$ cat src/rtl/serial_coef_mult.sv
module serial_coef_mult #(
  parameter int DW = 24,
  parameter int CW = 14
) (
  input  logic clk,
  input  logic rst,
  input  logic lsb_in,
  input  logic din,
  input  logic coef_in,
  output logic lsb_out,
  output logic dout
);
  localparam int FRAC = CW - 1;
  localparam int PW   = DW + CW;
  localparam int CNTW = $clog2(DW + 1);

  logic [CNTW-1:0] cnt, idx;
  logic [CW-1:0]   coef_sr, coef_q, coef_eff;
  logic [PW-1:0]   acc, acc_base, coef_ext, term, acc_next;
  logic [DW-1:0]   out_sr;
  logic            take, neg;

  assign idx      = lsb_in ? '0 : cnt;
  assign coef_eff = lsb_in ? coef_sr : coef_q;
  assign coef_ext = {{DW{coef_eff[CW-1]}}, coef_eff};
  assign term     = coef_ext << idx;
  assign take     = din && (idx < CNTW'(DW));
  assign neg      = (idx == CNTW'(DW - 1));
  assign acc_base = lsb_in ? '0 : acc;
  assign acc_next = !take ? acc_base : (neg ? acc_base - term : acc_base + term);
  assign dout     = out_sr[0];

  always_ff @(posedge clk) begin
    if (rst) begin
      cnt     <= CNTW'(DW);
      coef_sr <= '0;
      coef_q  <= '0;
      acc     <= '0;
      out_sr  <= '0;
      lsb_out <= 1'b0;
    end else begin
      lsb_out <= lsb_in;
      acc     <= acc_next;
      if (lsb_in)                 cnt <= CNTW'(1);
      else if (cnt != CNTW'(DW))  cnt <= cnt + CNTW'(1);
      if (idx < CNTW'(CW))        coef_sr <= {coef_in, coef_sr[CW-1:1]};
      if (lsb_in) begin
        coef_q <= coef_sr;
        out_sr <= acc[FRAC+DW-1:FRAC];
      end else begin
        out_sr <= {1'b0, out_sr[DW-1:1]};
      end
    end
  end

  assert_word_start_R3: assert property (@(posedge clk) disable iff (rst)
    (lsb_in && !din) |=> (acc == '0));

  assert_coef_ignored_R5: assert property (@(posedge clk) disable iff (rst)
    (!lsb_in && cnt >= CNTW'(CW)) |=> $stable(coef_sr));

  assert_shift_out_R2: assert property (@(posedge clk) disable iff (rst)
    !lsb_in |=> (!lsb_out && out_sr[DW-2:0] == $past(out_sr[DW-1:1])));

  assert_zero_coef_hold_R4: assert property (@(posedge clk) disable iff (rst)
    (!lsb_in && coef_q == '0) |=> $stable(acc));

  assert_result_sign_R7: assert property (@(posedge clk) disable iff (rst)
    (lsb_in && acc == '0) |=> (out_sr == '0));
endmodule

$ cat config.mk
export PLATFORM = sky130hd
export DESIGN_NAME = serial_coef_mult
export DESIGN_NICKNAME = d
export VERILOG_FILES = /design/src/rtl/serial_coef_mult.sv
export SDC_FILE = /design/constraint.sdc
export NUM_CORES = 1
export LEC_CHECK = 0
export ABC_AREA = 1
export BUFFER_PORTS_ARGS = -buffer_cell sky130_fd_sc_hd__buf_2
export CELL_PAD_IN_SITES_DETAIL_PLACEMENT = 0
export CELL_PAD_IN_SITES_GLOBAL_PLACEMENT = 2
export CORE_MARGIN = 1.5
export CORE_UTILIZATION = 36
export DETAILED_ROUTE_END_ITERATION = 7
export GPL_ROUTABILITY_DRIVEN = 0
export GPL_TIMING_DRIVEN = 0
export PLACE_DENSITY = 0.86
export SKIP_LAST_GASP = 1
export SYNTH_ARGS = -nofsm -noshare
export SYNTH_HDL_FRONTEND = slang
export SYNTH_SLANG_ARGS = --single-unit
$ cat constraint.sdc
create_clock -name clk -period 4.5 [get_ports clk]
set_clock_uncertainty 0.1 [all_clocks]
set_input_delay 0.45 -clock clk [delete_from_list [all_inputs] [get_ports clk]]
set_output_delay 0.45 -clock clk [all_outputs]
set_load 0.02 [all_outputs]
* Word level (Yosys, flattened, before mapping)
Cells that the tools add are included.
Word-level totals: input bits 5, output and inout port bits 2, logic and storage cells 29, register bits after elaboration 96
Operators by class: shift-type cells 1, eq/ne operators 2, $lt $le $gt $ge 2, multiplexer cells 8, add/subtract/negate cells 3, reduce and logical (&&, ||, !) cells 4, bitwise operators 1
Operators with widths (number):
- $mux W38 | 3
- $add A38 B38 Y38 | 1
- $shl A38 B5 Y38 | 1
- $sub A38 B38 Y38 | 1
- $mux W23 | 1
- $mux W5 | 3
- $mux W14 | 1
- $add A5 B1 Y5 const B | 1
- $eq A5 B5 Y1 const B | 1
- $lt A5 B4 Y1 const B | 1
- $lt A5 B5 Y1 const B | 1
- $ne A5 B5 Y1 const B | 1
- $reduce_or A2 Y1 | 2
- $reduce_bool A2 Y1 | 1
- $logic_and A1 B1 Y1 | 1
- $not A1 Y1 | 1

* Depth between registers and ports, before layout
Gate-level depths: netlist of run 1.
depth after elaboration 5, gate-level depth with buffers 36, mapped depth without buffers 36

* Least setup slack after synthesis of run 1
OpenSTA, ideal clock, no wires.
kind input-to-reg, start input lsb_in, end register acc[32], stages 34, path slack 311 ps, buffers on the path 2, arrival time 3973 ps, setup time 115 ps, data required time 4285 ps, path through inv_2 nand2_4 buf_12 buf_12 nand3_1 nor2_1 nand2_1 nor2_1 inv_2 ha_1 nand2_1 nor2_2 nand2_1 nor2_4 nand2_2 nor2_1 inv_1 a31oi_1 a21oi_1 o21ai_0 ha_1 nand2_1 nor2_1 a211oi_1 nand2_1 a21oi_1 o21bai_1 nand2_1 nand2_1 nand3_1 nand2_1 xor2_1 o21ai_0 inv_1
Between the ends: word-level cells in the longest chain between the ends 5, elaborated cells on any way between the ends 11, classes of those cells add/sub: 2; order compare: 1; eq/ne: 1; shift: 1; mux: 5; reduce/logical: 1
RTL lines:
- start, declared | line 7 | input logic lsb_in,
- $mux W14 or $mux W5 (tied branches)
- $shl A38 B5 Y38 | line 26 | assign term = coef_ext << idx;
- $add A38 B38 Y38 or $sub A38 B38 Y38 (tied branches) | line 30 | assign acc_next = !take ? acc_base : (neg ? acc_base - term : acc_base + term);
- $mux W38 | line 30
- $mux W38 (*) | line 30
- end signal, assigned | line 43 | acc <= acc_next;
- end, declared | line 19 | logic [PW-1:0] acc, acc_base, coef_ext, term, acc_next;
Every way passes the cells marked *; elsewhere a longest branch is shown, timed or not. A chain may end at the register's enable or synchronous reset.

* Final worst setup path of run 1
start register cnt[0], end register acc[33]
Between the ends: word-level cells in the longest chain between the ends 5, elaborated cells on any way between the ends 9, classes of those cells add/sub: 2; order compare: 1; eq/ne: 1; shift: 1; mux: 3; reduce/logical: 1
RTL lines:
- start, declared | line 17 | logic [CNTW-1:0] cnt, idx;
- start signal, assigned | line 35 | cnt <= CNTW'(DW);
- start signal, assigned | line 45 | else if (cnt != CNTW'(DW)) cnt <= cnt + CNTW'(1);
- $mux W5 (*) | line 23 | assign idx = lsb_in ? '0 : cnt;
- $shl A38 B5 Y38 | line 26
- $add A38 B38 Y38 or $sub A38 B38 Y38 (tied branches) | line 30
- $mux W38 | line 30
- $mux W38 (*) | line 30
Marks and branches as above.

==> results of run 1 <==
-- layout by cell type, fill, tap and decap left out, drive strengths merged, types with 2 or more instances in the layout --
master	Yosys	routed
inv	181	183
nand3	160	160
nand2	289	289
o31ai	2	2
ha	39	39
nor3	13	13
o21ai	99	99
nor4	3	3
nand3b	2	2
clkinvlp	0	2
a21o	3	3
nor2	143	143
dfxtp	95	95
o211ai	11	11
a31oi	20	20
clkinv	1	4
buf	22	85
a21oi	88	88
xor2	36	36
a211oi	4	4
o221ai	5	5
nand4	16	16
clkbuf	30	39
xnor2	18	18
o21bai	4	4
or2	2	2
-- flip-flops by register name (all words and copies together), names as in the netlist --
register / flops
coef_sr: 14
out_sr: 24
lsb_out: 1
coef_q: 14
acc: 37
cnt: 5
-- through the flow --
step / hold slack [ns] / area [um2] / util
detailed placement: 0.343 / 8480 / 0.386
global route: 0.223 / 10300 / 0.470
finish: 0.215 / 10300 / 0.470
CTS: 0.204 / 9180 / 0.418
global placement: 0.335 / 8480 / 0.386
floorplan: 0.317 / 8100 / -
-- critical path: cells and delay by family, from the launching register on --
kind	cells	cell delay (ns)
and+or+nand+nor	14	1.69
AOI/OAI and AO/OA	4	0.72
adders and majority gates	1	0.27
xor gates and xnor gates	2	0.45
buffers and inverters	7	0.74
DFF	1	0.37
-- report_power, final --
group / total (W) / switching [W] / internal (W)
Clock: 0.000810 / 0.000415 / 0.000394
Combinational: 0.00137 / 0.000870 / 0.000497
Sequential: 0.000920 / 0.0000203 / 0.000900
-- cells by family after synthesis --
kind of cell               after synthesis  share of synthesized area
AOI/OAI and AO/OA                      237                      0.160
xor gates and xnor gates                54                     0.0584
adders and majority gates               40                     0.0627
buffers and inverters                  234                      0.121
DFF                                     95                      0.235
and+or+nand+nor                        629                      0.363
-- metal layers --
metal | track usage | vias up | share of wire
met3 | 0.0312 | 29 | 0.040
met2 | 0.386 | 159 | 0.45
met5 | 0 | - | 0
li1 | - | 4385 | -
met1 | 0.338 | 3974 | 0.49
met4 | 0.0481 | 0 | 0.020
-- what timing repair did --
item                       4_1_cts  5_1_grt
setup endpoints to repair       20       21
pin swaps                       24       64
setup buffers                   22       36
resized for setup               61      196
-- path summary, 6_finish.rpt --
kind / end / slack, ns / depth (start not counted)
setup / recovery: acc[33]$_SDFF_PP0_ / 0.03 / 28
setup reg to reg: acc[33]$_SDFF_PP0_ / 0.03 / 28
hold reg to reg: out_sr[23]$_SDFF_PP0_ / 0.36 / 2
hold / removal: coef_sr[13]$_SDFFE_PP0N_ / 0.21 / 3
-- area by class of cell --
type	instances	area, um2	area share
multi-input combinational	960	6250	0.606
sequential	95	1910	0.185
inverter	182	697	0.0676
timing repair buffer	63	472	0.0457
tap	280	350	0.0340
buffer	52	338	0.0328
clock buffer	9	225	0.0218
clock inverter	7	72.6	0.00704
==> results.cfg, run 1 <==
[run_status]
status = finished, final reports clean

[routing]
vias = 8547
drc = 0
drtPass1Iterations = 7
post_drt_wl_per_cell_um = 17.1
drtAntennaViolNets = 0
routed_wl_um = 28200
viasPerCell = 5.19
first_iter_violations = 476

[timing]
fin_crit_sh = 0.993
worst_slack_ns = 0.0333
final.min_clock_period_ns = 4.47
final_hold_viol_count = 0
grt_setup_unrepaired = yes
setup_viol = 0
finalSetupTns_ns = 0
max_freq_mhz = 224
maxSlewHeadroom = 0.0755
worstMarginPinSlew_ns = 1.38
drv_slew = 0

[power_and_ir_drop]
fin_total_pwr_w = 0.00310
vdd_drop_max_v = 0.000154
p_leak_nw = 4.91
pwr_density_cell_mw_per_mm2 = 300

[critical_path]
worstPathArrival_ns = 4.61
worstPathRequired_ns = 4.65
crit_start = cnt[0]$_SDFFE_PP0P_
path_max_fanout = 10
cp_common_cell = nand2_2
cp-end-kind = flip-flop
rr_startpoint = cnt[0]$_SDFFE_PP0P_
max_stage_delay_ns = 0.37
slowest_stage = dfxtp_4
worstSetupStartpointType = flip-flop
crit_type = flip-flop to flip-flop

[global_route]
track_usage = 0.238
antenna_found_initial = 0
grt_max_degree = 20
grt_pass1_vias = 7872
grt_first_pass_wirelength_um = 43400
overflow = 0

[min_path]
hp-class = input pin to flip-flop
holdCritStartpoint = coef_in

[synthesis]
synth.area.top_cells = dfxtp_1 (23%), nand2_1 (13%), nand3_1 (8.0%)
synth_edf_count = 0
synth_top_area_share = 0.235
avgSynthCellArea_um2 = 6.29
synth_largest_area_cell = dfxtp_1
ys_types = 44
synth_cells = 1289
ys_warn_count = 0
synth_flop_cell = dfxtp_1
ys_ff_latch = 95
postSynth.asyncResetShare = 0
synth_common_cells = nand2_1 (276), inv_1 (164), nand3_1 (130)
synth.most_common_cell = nand2_1
syn-cell-area_mm2 = 0.00810
ys_seq_area_frac = 0.235
synthesis.nets = 1334

[run]
cap_violations = 0

[cts]
cts_sinks = 95
h-tree-depth = 3
clk_latency_ns = 0.36
cts_made_buffers = 9
cts_buffer_depth = 2
ctsHoldBuffers = 0
cts_root_buf = clkbuf_16
clk_pin_slew_ns = 0.08
cts_tree = yes

[layout]
nFillCells = 2336
area_growth_pct = 27.3
stdcell_count = 1648
drive_above_1_share = 0.260
diodes = 0
final_nets = 1408

[die]
ios = 7
initial_core_util = 0.369
die_width_um = 153
dieHeight_um = 153
coreArea_mm2 = 0.0220
rows = 54
die_area_mm2 = 0.0234

[placement]
placed_cells = 1574
dp_hpwl_um = 22000
io_buffers = 5
dpl_worst_slack_ns = -0.973
Note: power is estimated with default switching activity, not from simulation.
==> run 2: changes to the inputs <==
--- a/config.mk
+++ b/config.mk
@@ -15,6 +15,8 @@
 export GPL_ROUTABILITY_DRIVEN = 0
 export GPL_TIMING_DRIVEN = 0
 export PLACE_DENSITY = 0.86
+export REMOVE_ABC_BUFFERS = 1
+export SKIP_CTS_REPAIR_TIMING = 1
 export SKIP_LAST_GASP = 1
 export SYNTH_ARGS = -nofsm -noshare
 export SYNTH_HDL_FRONTEND = slang
==> results.cfg, run 2 (same netlist as run 1, synthesis figures left out) <==
[timing]
fin_crit_sh = 1.01
drv_slew = 0
max_freq_mhz = 221
setup_viol = 1
grt_setup_unrepaired = yes
final.min_clock_period_ns = 4.53
worst_slack_ns = -0.0278
finalSetupTns_ns = -0.0278
maxSlewHeadroom = 0.127
worstMarginPinSlew_ns = 1.31
final_hold_viol_count = 0

[global_route]
overflow = 0
track_usage = 0.200
grt_pass1_vias = 7532
grt_first_pass_wirelength_um = 38200
antenna_found_initial = 0
grt_max_degree = 53

[die]
die_area_mm2 = 0.0234
die_width_um = 153
initial_core_util = 0.369
ios = 7
dieHeight_um = 153
coreArea_mm2 = 0.0220
rows = 54

[routing]
drtPass1Iterations = 7
first_iter_violations = 442
drc = 0
viasPerCell = 5.15
drtAntennaViolNets = 0
routed_wl_um = 25500
vias = 8439
post_drt_wl_per_cell_um = 15.6

[critical_path]
max_stage_delay_ns = 0.40
worstSetupStartpointType = flip-flop
rrSetupSlack_ns = -0.03
cp_common_cell = nor2_4
worstPathArrival_ns = 4.72
worstPathRequired_ns = 4.70
crit_family = simple AND/OR/NAND/NOR gates
path_max_fanout = 7
cp_num_buf_inv = 7
crit_type = flip-flop to flip-flop
slowest_stage = ha_1
cp-end-kind = flip-flop

[power_and_ir_drop]
vdd_drop_max_v = 0.000177
pwr_density_cell_mw_per_mm2 = 290
p_sw_w = 0.00121
fin_total_pwr_w = 0.00299
p_comb_frac = 0.437
seqPwrFrac = 0.309
swShare = 0.404
intPower_w = 0.00178
p_leak_nw = 4.99
clkPwrFrac = 0.254

[run_status]
status = complete, but fails checks
violations = setup timing

[cts]
cts_sinks = 95
clk_latency_ns = 0.36
h-tree-depth = 3
cts_buffer_depth = 2
cts_made_buffers = 9
clk_pin_slew_ns = 0.07
cts_tree = yes
cts_root_buf = clkbuf_16

[layout]
drive_above_1_share = 0.255
largest-register = acc
nFillCells = 2316
final_nets = 1400
largest_register_ffs = 37
stdcell_count = 1640
multiInputGateArea_mm2 = 0.00609
layout_commonest_cell = nand2_1
area_growth_pct = 27.0
top_regs = acc x37, out_sr x24
regArea_mm2 = 0.00191
layout_common_cells = nand2_1 (249), inv_1 (152), nor2_1 (116)
diodes = 0

[run]
cap_violations = 0

[min_path]
hp-class = input pin to flip-flop

[placement]
dp_hpwl_um = 17100
placed_cells = 1524
io_buffers = 6
==> run 2: cell type report <==
| cell class | instances | area share |
|---|---|---|
| timing repair inverter | 3 | 0.00304 |
| timing repair buffer | 100 | 0.0838 |
| sequential | 95 | 0.186 |
| inverter | 182 | 0.0738 |
| multi-input combinational | 964 | 0.592 |
| clock buffer | 10 | 0.0232 |
| clock inverter | 6 | 0.00426 |
| tap | 280 | 0.0340 |
==> run 2: worst paths after layout <==
path	depth (start not counted)	start	end
setup / recovery	32	cnt[2]$_SDFFE_PP0N_	acc[35]$_SDFF_PP0_
hold / removal	3	coef_in	coef_sr[13]$_SDFFE_PP0N_
setup reg to reg	32	cnt[2]$_SDFFE_PP0N_	acc[35]$_SDFF_PP0_
hold reg to reg	2	acc[36]$_SDFF_PP0_	out_sr[23]$_SDFF_PP0_
==> run 2: worst min-delay path: stages <==
cell and delay, ns:
buf_2 0.07, nor2_1 0.03, nor2_1 0.08
==> run 2: metrics by stage <==
step | worst slack (ns) | util | instance area, um2 | hold WS (ns)
finish | -0.0278 | 0.469 | 10300 | 0.206
global placement | -2.50 | 0.373 | 8190 | 0.324
global route | -0.331 | 0.469 | 10300 | 0.236
detailed placement | -2.47 | 0.374 | 8210 | 0.345
CTS | -2.10 | 0.387 | 8490 | 0.201
floorplan | -0.304 | - | 7810 | 0.317
==> run 2: metal layers <==
metal	vias up	track usage	wire length, um
li1	4362	-	-
met1	3915	0.281	12900
met2	136	0.326	11500
met3	26	0.0258	854
met4	0	0.0448	313
met5	-	0	0
==> run 2: power by group through the flow <==
stage                     Combinational, W  Clock, W  Sequential [W]
after detailed placement           0.00101         0        0.000941
final                              0.00131  0.000759        0.000922
after global placement             0.00101         0        0.000939
after CTS                          0.00102  0.000786        0.000921
after floorplan                   0.000770         0        0.000937
after global routing               0.00145  0.000815        0.000928
==> run 3: changes to the inputs <==
--- a/config.mk
+++ b/config.mk
@@ -5,16 +5,16 @@
 export SDC_FILE = /design/constraint.sdc
 export NUM_CORES = 1
 export LEC_CHECK = 0
-export ABC_AREA = 1
+export ABC_AREA = 0
 export BUFFER_PORTS_ARGS = -buffer_cell sky130_fd_sc_hd__buf_2
 export CELL_PAD_IN_SITES_DETAIL_PLACEMENT = 0
 export CELL_PAD_IN_SITES_GLOBAL_PLACEMENT = 2
 export CORE_MARGIN = 1.5
-export CORE_UTILIZATION = 36
+export CORE_UTILIZATION = 37
 export DETAILED_ROUTE_END_ITERATION = 7
 export GPL_ROUTABILITY_DRIVEN = 0
 export GPL_TIMING_DRIVEN = 0
-export PLACE_DENSITY = 0.86
+export PLACE_DENSITY = 0.8
 export REMOVE_ABC_BUFFERS = 1
 export SKIP_CTS_REPAIR_TIMING = 1
 export SKIP_LAST_GASP = 1
==> results.cfg, run 3 <==
[min_path]
holdCritStartpoint = coef_in
hp-class = input pin to flip-flop

[timing]
worstMarginPinSlew_ns = 0.939
worst_slack_ns = -0.955
final.min_clock_period_ns = 5.46
grt_setup_unrepaired = yes
fin_crit_sh = 1.21
max_freq_mhz = 183
maxSlewHeadroom = 0.374
finalSetupTns_ns = -8.90
setup_viol = 18
final_hold_viol_count = 0
drv_slew = 0

[die]
die_width_um = 147
dieHeight_um = 147
coreArea_mm2 = 0.0204
rows = 52
die_area_mm2 = 0.0217
initial_core_util = 0.379
ios = 7

[cts]
h-tree-depth = 3
clk_pin_slew_ns = 0.07
cts_sinks = 95
cts_buffer_depth = 2
clk_latency_ns = 0.35
cts_tree = yes
cts_made_buffers = 9
cts_root_buf = clkbuf_16

[synthesis]
postSynth.asyncResetShare = 0
ys_seq_area_frac = 0.247
synth_flop_cell = dfxtp_1
synth_compound_area_frac = 0.220
ys_warn_count = 0
synth_common_cells = nand2_1 (111), nor2_1 (107), dfxtp_1 (95)
yosys.area_share.adder = 0.0659
synth.most_common_cell = nand2_1
avgSynthCellArea_um2 = 7.80
ys_types = 77
synthXorXnorAreaFrac = 0.0636
synth_top_family_by_area = simple AND/OR/NAND/NOR gates
synth_top_area_share = 0.247
synth_edf_count = 0
ys_ff_latch = 95
synth.area.top_cells = dfxtp_1 (25%), mux2i_1 (8.2%), ha_1 (6.3%)
synth_cells = 988
syn-cell-area_mm2 = 0.00771
synth_simple_gate_area_share = 0.249
synthMuxAreaShare = 0.113
synth_largest_area_cell = dfxtp_1

[critical_path]
slowest_stage = mux4_2
crit_type = flip-flop to flip-flop
worstPathArrival_ns = 5.65
cp_num_buf_inv = 1
crit_family = simple AND/OR/NAND/NOR gates
max_stage_delay_ns = 0.51
path_max_fanout = 7
crit_chain = mux4_2 > or3_4 > o211ai_4 > a31oi_4 > nor4_2 > buf_4 > and2_4 > nand2_4 > nor3_2 > a21oi_1 > o21ai_1 > nand2_2 > ha_4 > and4_4 > and2_4 > nand2_4 > a21oi_4 > o211ai_1 > a21oi_4 > o2111ai_2 > a311o_1 > and4_4 > or4_4 > a21oi_2
crit_start = cnt[0]$_SDFFE_PP0P_
cp-end-kind = flip-flop
worstSetupStartpointType = flip-flop
worstPathRequired_ns = 4.69
rr_startpoint = cnt[0]$_SDFFE_PP0P_

[layout]
diodes = 0
largest_register_ffs = 37
fin_area_mm2 = 0.00967
largest-register = acc
utilization = 0.475
layout_commonest_cell = nand2_1
layout_common_cells = nand2_1 (103), nor2_1 (101), dfxtp_1 (90)
area_growth_pct = 25.5
drive_above_1_share = 0.245
top_regs = acc x37, out_sr x24
final_nets = 1062
nFillCells = 2025

[placement]
dp_hpwl_um = 15100
dpl_worst_slack_ns = -2.69
dpl_cell_area_mm2 = 0.00795
io_buffers = 6

[run]
cap_violations = 0

[global_route]
antenna_found_initial = 0
overflow = 0
track_usage = 0.194
grt_pass1_vias = 6464
grt_max_degree = 57
grt_first_pass_wirelength_um = 34000

[routing]
post_drt_wl_per_cell_um = 17.3
routed_wl_um = 22400
drc = 0
drtAntennaViolNets = 0
drtPass1Iterations = 5
first_iter_violations = 393
vias = 7185
viasPerCell = 5.57

[power_and_ir_drop]
vdd_drop_max_v = 0.000170
p_leak_nw = 3.85
fin_total_pwr_w = 0.00274
pwr_density_cell_mw_per_mm2 = 283

[run_status]
violations = setup timing
status = complete, but fails checks
-- run 3: final timing paths --
check                                                 to  slack [ns]  cells past startpoint
worst max-delay path                  acc[36]$_SDFF_PP0_       -0.96                     24
worst min-delay path            coef_sr[13]$_SDFFE_PP0N_        0.22                      3
worst min register to register     out_sr[20]$_SDFF_PP0_        0.36                      2
worst max register to register        acc[36]$_SDFF_PP0_       -0.96                     24
-- run 3: stage by stage --
step,hold slack (ns),std cells
2_1_floorplan,0.321,932
3_3_place_gp,0.334,1208
3_5_place_dp,0.349,1213
4_1_cts,0.211,1228
5_1_grt,0.222,1291
6_report,0.225,1291
-- run 3: layout make-up --
class | count | area (um2) | share of cell area
Sequential cell | 95 | 1920 | 0.198
Multi-Input combinational cell | 820 | 6350 | 0.656
Inverter | 18 | 71.3 | 0.00737
Tap cell | 270 | 338 | 0.0349
Timing Repair Buffer | 73 | 693 | 0.0717
Clock inverter | 4 | 53.8 | 0.00556
Clock buffer | 11 | 253 | 0.0261
-- run 3: worst register-to-register path, cell delays in order (launching register included) --
cell	delay, ns
dfxtp_4	0.42
mux4_2	0.51
or3_4	0.39
o211ai_4	0.15
a31oi_4	0.15
nor4_2	0.24
buf_4	0.17
and2_4	0.17
nand2_4	0.05
nor3_2	0.16
a21oi_1	0.06
o21ai_1	0.18
nand2_2	0.11
ha_4	0.31
and4_4	0.21
and2_4	0.16
nand2_4	0.05
a21oi_4	0.15
o211ai_1	0.17
a21oi_4	0.20
o2111ai_2	0.15
a311o_1	0.40
and4_4	0.19
or4_4	0.41
a21oi_2	0.13
-- run 3: kinds of logic (layout without fill, tap and decap cells) --
| logic type | Yosys count | after routing |
|---|---|---|
| multiplexers | 75 | 75 |
| XOR/XNOR | 56 | 56 |
| AO/OA/AOI/OAI | 261 | 261 |
| adder cells (fa/ha/maj) | 40 | 40 |
| AND/OR/NAND/NOR | 387 | 388 |
| flip-flops | 95 | 95 |
| buffers and inverters | 74 | 106 |
-- run 3: power by group --
| group | total (W) | leakage [nW] | switching [W] | internal, W |
|---|---|---|---|---|
| clock | 0.000815 | 0.144 | 0.000355 | 0.000461 |
| sequential | 0.000919 | 0.773 | 0.0000326 | 0.000887 |
| combinational | 0.00101 | 2.94 | 0.000540 | 0.000466 |
-- run 3: per-layer routing --
metal	part of all wire	GRT usage
met1	0.49	0.272
met2	0.47	0.309
met3	0.026	0.0280
met4	0.016	0.0535
met5	0	0
